$ cat src/rtl/onebit_pkg.sv
package onebit_pkg;
  localparam int IO_AW     = 6;
  localparam int IO_N      = 1 << IO_AW;
  localparam int MEMBIT_LO = 2;
  localparam int MEMBIT_HI = 3;
  localparam int FULL_W    = 16;

  typedef struct packed {
    logic             level;
    logic             write;
    logic [IO_AW-1:0] sel;
  } ioctl_t;

  // phase name = byte offset presented on the ROM address in that phase
  typedef enum logic [1:0] {
    PH_CTL    = 2'd0,
    PH_PAGE   = 2'd1,
    PH_SUCC   = 2'd2,
    PH_COMMIT = 2'd3
  } phase_e;
endpackage

$ cat src/rtl/onebit_rst_sync.sv
module onebit_rst_sync #(
  parameter int STAGES = 2
) (
  input  logic clk,
  input  logic rst_in,
  output logic rst_out
);
  logic [STAGES-1:0] chain;

  always_ff @(posedge clk) begin
    chain <= {chain[STAGES-2:0], rst_in};
  end

  assign rst_out = chain[STAGES-1];
endmodule

$ cat src/rtl/onebit_seq.sv
module onebit_seq
  import onebit_pkg::*;
#(
  parameter int IDX_W = 13
) (
  input  logic             clk,
  input  logic             rst_s,
  input  logic             din,
  input  logic [7:0]       rom_data,
  output phase_e           ph,
  output logic [IDX_W+1:0] rom_addr
);
  logic [IDX_W-1:0]  idx;
  logic [7:0]        page;
  logic [FULL_W-1:0] nxt_full;

  assign nxt_full = {page, rom_data};

  always_ff @(posedge clk) begin
    if (rst_s) begin
      ph   <= PH_CTL;
      idx  <= '0;
      page <= '0;
    end else begin
      ph <= phase_e'(ph + 2'd1);
      if (ph == PH_SUCC)   page <= rom_data;
      if (ph == PH_COMMIT) idx  <= nxt_full[IDX_W-1:0];
    end
  end

  always_comb begin
    if (ph == PH_SUCC) rom_addr = {idx, 1'b1, din};
    else               rom_addr = {idx, ph};
  end

  generate
    if (IDX_W < FULL_W) begin : g_trunc
      logic high_unused;
      assign high_unused = ^nxt_full[FULL_W-1:IDX_W];
    end
  endgenerate


  idx_hold_chk: assert property (@(posedge clk) disable iff (rst_s)
    (ph != PH_COMMIT) |=> $stable(idx));
endmodule

$ cat src/rtl/onebit_io.sv
module onebit_io
  import onebit_pkg::*;
(
  input  logic            clk,
  input  logic            rst_s,
  input  phase_e          ph,
  input  logic [7:0]      rom_data,
  input  logic [IO_N-1:0] in_bits,
  output logic            din,
  output logic [IO_N-1:0] out_bits
);
  ioctl_t          ctl;
  ioctl_t          cur;
  logic            din_q;
  logic [IO_N-1:0] out_q;
  logic [IO_N-1:0] rd_src;
  logic            pins_unused;

  assign cur         = ioctl_t'(rom_data);
  assign pins_unused = ^in_bits[MEMBIT_HI:0];

  generate
    for (genvar k = 0; k < IO_N; k++) begin : g_src
      if (k == 0) begin : g_zero
        assign rd_src[k] = 1'b0;
      end else if (k == 1) begin : g_one
        assign rd_src[k] = 1'b1;
      end else if (k >= MEMBIT_LO && k <= MEMBIT_HI) begin : g_mem
        assign rd_src[k] = out_q[k];
      end else begin : g_pin
        assign rd_src[k] = in_bits[k];
      end
    end
  endgenerate

  always_ff @(posedge clk) begin
    if (rst_s) begin
      ctl   <= '0;
      din_q <= 1'b0;
      out_q <= '0;
    end else begin
      if (ph == PH_PAGE) begin
        ctl   <= cur;
        din_q <= cur.write ? 1'b1 : rd_src[cur.sel];
      end
      if (ph == PH_COMMIT && ctl.write && ctl.sel != '0)
        out_q[ctl.sel] <= ctl.level;
    end
  end

  assign din      = din_q;
  assign out_bits = out_q;


  out_only_commit_chk: assert property (@(posedge clk) disable iff (rst_s)
    (ph != PH_COMMIT) |=> $stable(out_q));

  null_sink_chk: assert property (@(posedge clk) disable iff (rst_s)
    (ph == PH_COMMIT && ctl.write && ctl.sel == '0) |=> $stable(out_q));

  wr_high_chk: assert property (@(posedge clk) disable iff (rst_s)
    (ph == PH_PAGE && rom_data[6]) |=> din_q);

  const_rd_chk: assert property (@(posedge clk) disable iff (rst_s)
    (ph == PH_PAGE && !rom_data[6] && rom_data[5:1] == 5'd0) |=> (din_q == $past(rom_data[0])));

  mem_rd_chk: assert property (@(posedge clk) disable iff (rst_s)
    (ph == PH_PAGE && rom_data[6:0] == 7'd2) |=> (din_q == $past(out_q[2])));
endmodule

$ cat src/rtl/onebit_core.sv
module onebit_core
  import onebit_pkg::*;
#(
  parameter int IDX_W = 13
) (
  input  logic             clk,
  input  logic             rst,
  output logic [IDX_W+1:0] rom_addr,
  input  logic [7:0]       rom_data,
  input  logic [IO_N-1:0]  in_bits,
  output logic [IO_N-1:0]  out_bits
);
  logic   rst_s;
  logic   din;
  phase_e ph;

  onebit_rst_sync #(.STAGES(2)) i_sync (
    .clk     (clk),
    .rst_in  (rst),
    .rst_out (rst_s)
  );

  onebit_seq #(.IDX_W(IDX_W)) i_seq (
    .clk      (clk),
    .rst_s    (rst_s),
    .din      (din),
    .rom_data (rom_data),
    .ph       (ph),
    .rom_addr (rom_addr)
  );

  onebit_io i_io (
    .clk      (clk),
    .rst_s    (rst_s),
    .ph       (ph),
    .rom_data (rom_data),
    .in_bits  (in_bits),
    .din      (din),
    .out_bits (out_bits)
  );


  rst_hold_chk: assert property (@(posedge clk)
    rst_s |=> (rom_addr == '0 && out_bits == '0));
endmodule

$ cat config.mk
export PLATFORM = sky130hd
export DESIGN_NAME = onebit_core
export DESIGN_NICKNAME = d
export VERILOG_FILES = /design/src/rtl/onebit_pkg.sv /design/src/rtl/onebit_rst_sync.sv /design/src/rtl/onebit_seq.sv /design/src/rtl/onebit_io.sv /design/src/rtl/onebit_core.sv
export SDC_FILE = /design/constraint.sdc
export NUM_CORES = 1
export LEC_CHECK = 0
export ABC_AREA = 1
export BUFFER_PORTS_ARGS = -buffer_cell sky130_fd_sc_hd__buf_2
export CAP_MARGIN = 20
export CELL_PAD_IN_SITES_DETAIL_PLACEMENT = 1
export CELL_PAD_IN_SITES_GLOBAL_PLACEMENT = 2
export CORE_ASPECT_RATIO = 0.9
export CORE_MARGIN = 3
export CORE_UTILIZATION = 29
export CTS_CLUSTER_DIAMETER = 120
export CTS_CLUSTER_SIZE = 25
export DETAILED_ROUTE_END_ITERATION = 7
export PLACE_DENSITY_LB_ADDON = 0.1
export SETUP_SLACK_MARGIN = 0.5
export SYNTH_ARGS = -nofsm -noshare
export SYNTH_HDL_FRONTEND = slang
export SYNTH_SLANG_ARGS = --single-unit
$ cat constraint.sdc
create_clock -name clk -period 2.6 [get_ports clk]
set_input_delay 0.78 -clock clk [delete_from_list [all_inputs] [get_ports clk]]
set_output_delay 0.78 -clock clk [all_outputs]
set_load 0.03 [all_outputs]
; ---- After elaboration in Yosys (flattened, before gate mapping)
; Index checks and enable logic that the tools add are counted.
[totals]
output_inout_bits = 79
latch_bits = 0
register_bits = 95
ramBits = 0
input_bits = 74
mem_bits_ro = 0
memories = 0
[classes]
magnitude_cmp = 3
n_reduce_logical = 4
n_div = 0
bitwise = 0
n_mul = 0
addsub = 1
n_eq_ne = 3
mux = 7
n_shift = 0
[op_table]
columns = operator, count
row1 = 64-bit bitwise mux, 1
row2 = 6-bit by 7-bit < comparator with 1-bit output (second input constant), 2
row3 = 1-bit binary-select mux with 6-bit select, 1
row4 = 1-bit demux with 6-bit select, 1
row5 = 6-bit by 1-bit >= comparator with 1-bit output (second input constant), 1
row6 = 6-bit nonzero test, 1
row7 = 2-bit == test (second input constant), 2
row8 = 1-bit logical AND, 3
row9 = 1-bit 2-to-1 mux, 3
row10 = 2-bit by 1-bit adder with 2-bit output (second input constant), 1
row11 = 2-bit by 1-bit == test with 1-bit output (second input constant), 1
row12 = 2-bit 2-to-1 mux, 1

; ---- Depth between registers and ports, before layout
; Gate-level depths: netlist of the first run.
[logic_depth]
word_depth = 5
depth_mapped = 12
depth_no_buf = 11

; ---- Cells and area by module
; Synthesis of the first run repeated with hierarchy kept, for this count alone.
[unflattened]
hier_cells = 641
hier_area_um2 = 4494.3
[by_module_without_submodules]
columns = mod, area_per_inst_um2, seq_area_each_um2, cells_each, instances
row1 = onebit_io, 3627.2, 1461.4, 520, 1
row2 = onebit_seq, 827.0, 400.4, 119, 1
row3 = onebit_rst_sync, 40.0, 40.0, 2, 1

; ---- Least setup slack after synthesis of the first run
; No wires, ideal clock.
[synth_path]
kind = flip-flop to output port
startpoint = register i_seq.ph[0]
endpoint = output rom_addr[0]
path_buffers = 1
t_required_ns = 1.820
t_arrival_ns = 1.539
stages_incl_launch_ff = 5
setup_slack_ns = 0.281
path_cell_list = dfxtp_1 > inv_1 > ha_1 > clkbuf_1 > o21ai_0
[synth_between]
elab_chain_cells = 2
[synth_rtl]
columns = item, line_no
row1 = from (decl), onebit_seq.sv:10  ; output phase_e ph,
row2 = from (signal assigned), onebit_seq.sv:25  ; ph <= phase_e'(ph + 2'd1);
row3 = 2-bit == test, onebit_seq.sv:32  ; if (ph == PH_SUCC) rom_addr = {idx, 1'b1, din};
row4 = 2-bit 2-to-1 mux *, onebit_seq.sv:32
row5 = to (decl), onebit_core.sv:8  ; output logic [IDX_W+1:0] rom_addr,
; Mark *: on every way between the ends. The rest lies on a longest branch, timed or not.

; ---- Worst setup path after layout of the first run
[layout_path]
startpoint = register i_seq.ph[0]
endpoint = output rom_addr[1]
[layout_between]
elab_chain_cells = 2
[layout_rtl]
columns = item, line_no
row1 = 2-bit == test, onebit_seq.sv:32
row2 = 2-bit 2-to-1 mux, onebit_seq.sv:32
; Every way passes these cells.

==> flow_summary.toml, run 1 <==
[run_status]
run_status = "complete, no violations"

[sta]
finalSetupTns_ns = 0
fmax_ghz = 0.4858
final.min_clock_period_ns = 2.059
finalCritPeriodShare_pct = 79.18
rsz0062_at_grt = "no"
slew-limit-headroom_pct = 50.22
finClkSkew_ns = 0.006015
setup_slack_ns = 0.5413
setup_viol = 0
hold_viol_final = 0
drv_slew = 0
tightest_slew_ns = 0.7467

[grt]
grt_pass1_wl_um = 25740
gr-total-overflow = 0
grt_util_all_layers_pct = 19.03
grt_max_degree = 64
antenna_found_initial = 0
grt_pass1_vias = 4805

[floorplanning]
die_w_um = 137.4
rows = 42
io_pins = 153
die_y_um = 124.3
start_util_pct = 30.11
dieArea_sq_um = 17080
core-area_sq_um = 14980

[power_and_ir_drop]
power.density_nw_per_um2 = 563.4
ir_drop_mv = 0.3622
swShare_pct = 29.03
clkPwrFrac_pct = 39.6
pwr-share-seq_pct = 46.5
comb_power_share_pct = 13.9
power.switching_mw = 0.9536
leakagePower_nw = 2.503
internal_power_mw = 2.331

[logic_synthesis]
synth_top_area_cell = "dfxtp_1"
ys_ff_latch = 95
synthesis.nets = 724
synth_warnings = 0
syn_area_sq_um = 4509
synth-seq-area-share_pct = 42.18
synth_top_area_share_pct = 42.18
synth_cells = 647
synthTopCellsByArea = "dfxtp_1 (42%), nand2_1 (13%), nand3_1 (9.8%)"
synth.avg_cell_area_sq_um = 6.970
synthDistinctLibCells = 26

[cts]
cts_tree = "built"
cts-root-buf = "clkbuf_16"
cts_buffer_depth = 2
cts.sinks = 95
cts_buffers = 9
h-tree-depth = 3
path_clk_slew_ns = 0.07
worstSkewPairLatency_ns = 0.35

[placement]
gp_congestion = 0.7944
placedInstanceArea_sq_um = 5472
dpl.hpwl_um = 11790
post-place-ws_ns = 0.4943
port_buffers = 148

[cells_and_area]
area_growth_pct = 29.30
n_antenna_cell = 0
fillers = 1940
final_cell_mix = "nand2_1 (160), buf_2 (146), dfxtp_1 (91)"
final_area_sq_um = 5831
final_common_cell = "nand2_1"
drive_gt1_share_pct = 28.46
nets = 859

[drt]
wirelength_um = 16210
vias = 4900
drtIter0Drc = 201
viasPerCell = 4.975
ant_nets = 0
firstDrtPassIters = 4
wl_per_cell_um = 16.46
drc_errors = 0

[critical_path]
critPathCaptureType = "primary output"
critical_path_class = "flop to primary output"
slowest_stage = "dfxtp_2"
startpoint_type = "flop"
cp_cell_sequence = "inv_2 > ha_4 > or2_4 > buf_6"
max_stage_delay_ns = 0.34
critPathTopFamily = "flip-flops"
cp_num_buf_inv = 2
worst-path-max-fanout = 4
cp.arrival_ns = 1.28
required_ns = 1.82

[min_path]
hp-class = "flop to flop"

[job]
cap_violations = 0
-- final cells by class --
cell class	count	area [sq um]	area share, %
Sequential cell	95	1907	32.70
Clock buffer	10	239.0	4.099
Clock inverter	6	51.30	0.8798
Timing Repair Buffer	169	932.1	15.99
Tap cell	198	247.7	4.249
Inverter	53	207.7	3.562
Multi-Input combinational cell	454	2246	38.52
-- state kept, by name (all words and copies together), names as in the netlist --
name           count
i_io.ctl           8
i_sync.chain       2
i_io.out_bits     64
i_seq.ph           2
i_seq.idx         13
i_seq.page         5
i_io.din           1
-- power groups by stage --
stage               clock network (mW)  logic, mW  registers (mW)
detailed placement                   0      0.444            1.56
CTS                               1.35      0.456            1.53
floorplan                            0      0.262            1.56
finish                            1.30      0.456            1.53
global placement                     0      0.437            1.56
global route                      1.41      0.512            1.53
-- cells in the mapped netlist --
master / instances
a21oi_1: 71
nor3_2: 6
clkinv_1: 3
nand3_1: 88
o21ai_0: 16
dfxtp_1: 95
nor2_2: 1
nand2_1: 160
nor2_4: 3
ha_1: 3
a211oi_1: 18
nand2_4: 1
buf_2: 7
nor3_1: 29
clkbuf_1: 32
nand2_2: 2
nand4_1: 13
buf_1: 3
nor2_1: 30
o31ai_1: 11
inv_4: 1
buf_4: 3
or2_2: 1
inv_2: 14
inv_1: 35
nor3_4: 1
-- path summary, 6_finish.rpt --
| kind | cells after the start | endpoint | startpoint | slack (ns) |
|---|---|---|---|---|
| max | 4 | rom_addr[1] | i_seq.ph[0] | 0.54 |
| min | 0 | i_sync.chain[1] | i_sync.chain[0] | 0.34 |
| max reg2reg | 10 | i_io.out_bits[55] | i_seq.ph[0] | 0.66 |
| min reg2reg | 0 | i_sync.chain[1] | i_sync.chain[0] | 0.34 |
-- per-layer routing --
layer / track usage (%) / routed length (um)
met1: 27.34 / 7801
met2: 28.99 / 7367
met3: 3.877 / 829
met4: 4.871 / 214
met5: 0 / 0
-- through the flow --
step	utilization, %	power, mW	hold slack (ns)	cells
after floorplan	-	1.819	0.3096	647
after global routing	38.93	3.451	0.3450	985
after CTS	38.72	3.336	0.3427	984
after detailed placement	36.53	2.006	0.3314	966
after global placement	36.53	1.996	0.3110	966
final	38.93	3.285	0.3412	985
-- kinds of logic after synthesis --
family / Yosys count / share of synthesized area [%]
AOI/OAI and AO/OA: 116 / 14.48
adders and majority gates: 3 / 0.8325
buffers and inverters: 98 / 8.657
DFF: 95 / 42.18
and+or+nand+nor: 335 / 33.85
-- what timing repair did --
action	4_1_cts	5_1_grt
setup buffers	2	1
gates resized for setup	7	8
hold buffers	0	0
setup endpoints to repair	3	18
endpoints found under the hold margin	0	0
Note: power is estimated with default switching activity, not from simulation.
==> run 2: changes to the inputs <==
--- a/config.mk
+++ b/config.mk
@@ -12,7 +12,7 @@
 export CELL_PAD_IN_SITES_GLOBAL_PLACEMENT = 2
 export CORE_ASPECT_RATIO = 0.9
 export CORE_MARGIN = 3
-export CORE_UTILIZATION = 29
+export CORE_UTILIZATION = 26
 export CTS_CLUSTER_DIAMETER = 120
 export CTS_CLUSTER_SIZE = 25
 export DETAILED_ROUTE_END_ITERATION = 7
==> constraint.sdc (replaced) <==
create_clock -name clk -period 2 [get_ports clk]
set_input_delay 0.6 -clock clk [delete_from_list [all_inputs] [get_ports clk]]
set_output_delay 0.6 -clock clk [all_outputs]
set_load 0.03 [all_outputs]
==> run 2 against run 1 <==
Compared with the run above:
- clock skew up 0.0030 ns
- register-to-register slack worse by 0.34 ns
- utilization is 3.1 points higher
==> flow_summary.toml, run 2 (synthesis results as in run 1) <==
[grt]
grt_util_all_layers_pct = 17.93
gr-total-overflow = 0
antenna_found_initial = 0
grt_pass1_wl_um = 26440
grt_pass1_vias = 4937
grt_max_degree = 94

[cts]
cts_tree = "built"
cts_buffers = 9
h-tree-depth = 3
worstSkewPairLatency_ns = 0.35
cts_buffer_depth = 2
cts-root-buf = "clkbuf_16"
path_clk_slew_ns = 0.07
cts.sinks = 95

[sta]
rsz0062_at_grt = "yes"
tightest_slew_ns = 0.5620
hold_viol_final = 0
finalSetupTns_ns = 0
slew-limit-headroom_pct = 62.54
drv_slew = 0
final.min_clock_period_ns = 1.875
fmax_ghz = 0.5333
finClkSkew_ns = 0.009054
finalCritPeriodShare_pct = 93.76
setup_viol = 0

[min_path]
hp-class = "flop to flop"
holdPathStages = 0
hold_start = "i_sync.chain[0]"
whs_endpoint = "i_sync.chain[1]"

[critical_path]
rrSetupSlack_ns = 0.32
rr_worst_depth = 11
required_ns = 1.40
critPathCaptureType = "primary output"
r2r_end = "i_io.out_bits[38]"
startpoint_type = "flop"
max_stage_delay_ns = 0.35
cp_cell_sequence = "inv_4 > ha_4 > or2_4 > buf_6"
reg2reg_from = "i_seq.ph[0]"
slowest_stage = "dfxtp_2"
cp.arrival_ns = 1.28
critical_path_class = "flop to primary output"
worst-path-max-fanout = 4

[cells_and_area]
area_growth_pct = 57.99
final_area_sq_um = 7124
n_antenna_cell = 0
final_common_cell = "nand2_1"
final_cell_mix = "nand2_1 (150), buf_4 (74), nand3_1 (73)"
largest_reg_flops = 64
drive_gt1_share_pct = 44.58
nets = 893

[drt]
wl_per_cell_um = 16.91
drc_errors = 0
vias = 5095
drtIter0Drc = 190
ant_nets = 0
firstDrtPassIters = 4
viasPerCell = 4.825
wirelength_um = 17860

[floorplanning]
rows = 45
dieArea_sq_um = 18960
start_util_pct = 26.61
core-area_sq_um = 16950
die_y_um = 130.9
die_w_um = 144.8
io_pins = 153

[power_and_ir_drop]
comb_power_share_pct = 16.6
ir_drop_mv = 0.3535
power.density_nw_per_um2 = 631.6
leakagePower_nw = 2.835
internal_power_mw = 3.188
power.switching_mw = 1.312
clkPwrFrac_pct = 39.4
pwr-share-seq_pct = 44.0
swShare_pct = 29.15

[placement]
gp_congestion = 0.7785
port_buffers = 148
placedInstanceArea_sq_um = 5624
dpl.hpwl_um = 11900

[job]
cap_violations = 0

[run_status]
run_status = "complete, no violations"
[run 2: area by class of cell]
cell class | instances | area, sq um
fill | 2024 | 9823
tap | 235 | 294.0
clock buffer | 11 | 232.7
multi-input combinational | 455 | 2719
timing repair buffer | 202 | 1597
sequential | 95 | 1949
clock inverter | 5 | 66.31
inverter | 53 | 266.5
[run 2: repair_timing]
item                       in CTS  in global routing
pin swaps                       8                 57
gates cloned                    3                  2
setup endpoints to repair     105                131
resized for setup              95                242
hold buffers                    0                  0
setup buffers                  11                 13
[run 2: per-layer routing]
layer,vias to the layer above,track usage (%),wire (um)
met5,-,0,0
met4,0,4.169,130
met3,9,4.367,776
met2,105,27.82,8355
met1,2464,25.20,8599
li1,2517,-,-
[run 2: power groups by stage]
stage	Combinational, mW	Clock [mW]	Sequential (mW)
after detailed placement	0.618	0	2.02
after global routing	0.821	1.91	1.99
after floorplan	0.366	0	2.03
after CTS	0.672	1.83	1.98
final	0.745	1.77	1.98
after global placement	0.606	0	2.02
[run 2: how the worst max path moves through the flow]
stage / from / endpoint / slack (ns) / depth (start not counted)
6_report: i_seq.ph[0] / rom_addr[1] / 0.12 / 4
5_1_grt: i_seq.ph[0] / rom_addr[1] / 0.08 / 4
4_1_cts: i_seq.ph[0] / rom_addr[1] / 0.10 / 4
3_5_place_dp: rom_data[0] / i_io.din / 0.16 / 11
3_3_place_gp: rom_data[0] / i_io.din / 0.15 / 11
2_1_floorplan: i_seq.ph[0] / rom_addr[1] / 0.43 / 4
[run 2: worst max-delay path: cells and delay by family, from the launching register on]
kind / cells / cell delay (ns)
DFF: 1 / 0.35
and+or+nand+nor: 1 / 0.23
buffers and inverters: 2 / 0.18
adders and majority gates: 1 / 0.17
[run 2: stage by stage]
stage | hold slack (ns) | std cells | power (mW) | setup WS [ns] | utilization [%]
CTS | 0.3307 | 1041 | 4.485 | 0.1038 | 37.12
global route | 0.3315 | 1056 | 4.717 | 0.08245 | 42.04
detailed placement | 0.3153 | 1011 | 2.636 | 0.1566 | 33.19
floorplan | 0.3096 | 647 | 2.392 | 0.4258 | -
global placement | 0.3124 | 1011 | 2.622 | 0.1530 | 33.19
finish | 0.3286 | 1056 | 4.500 | 0.1247 | 42.04
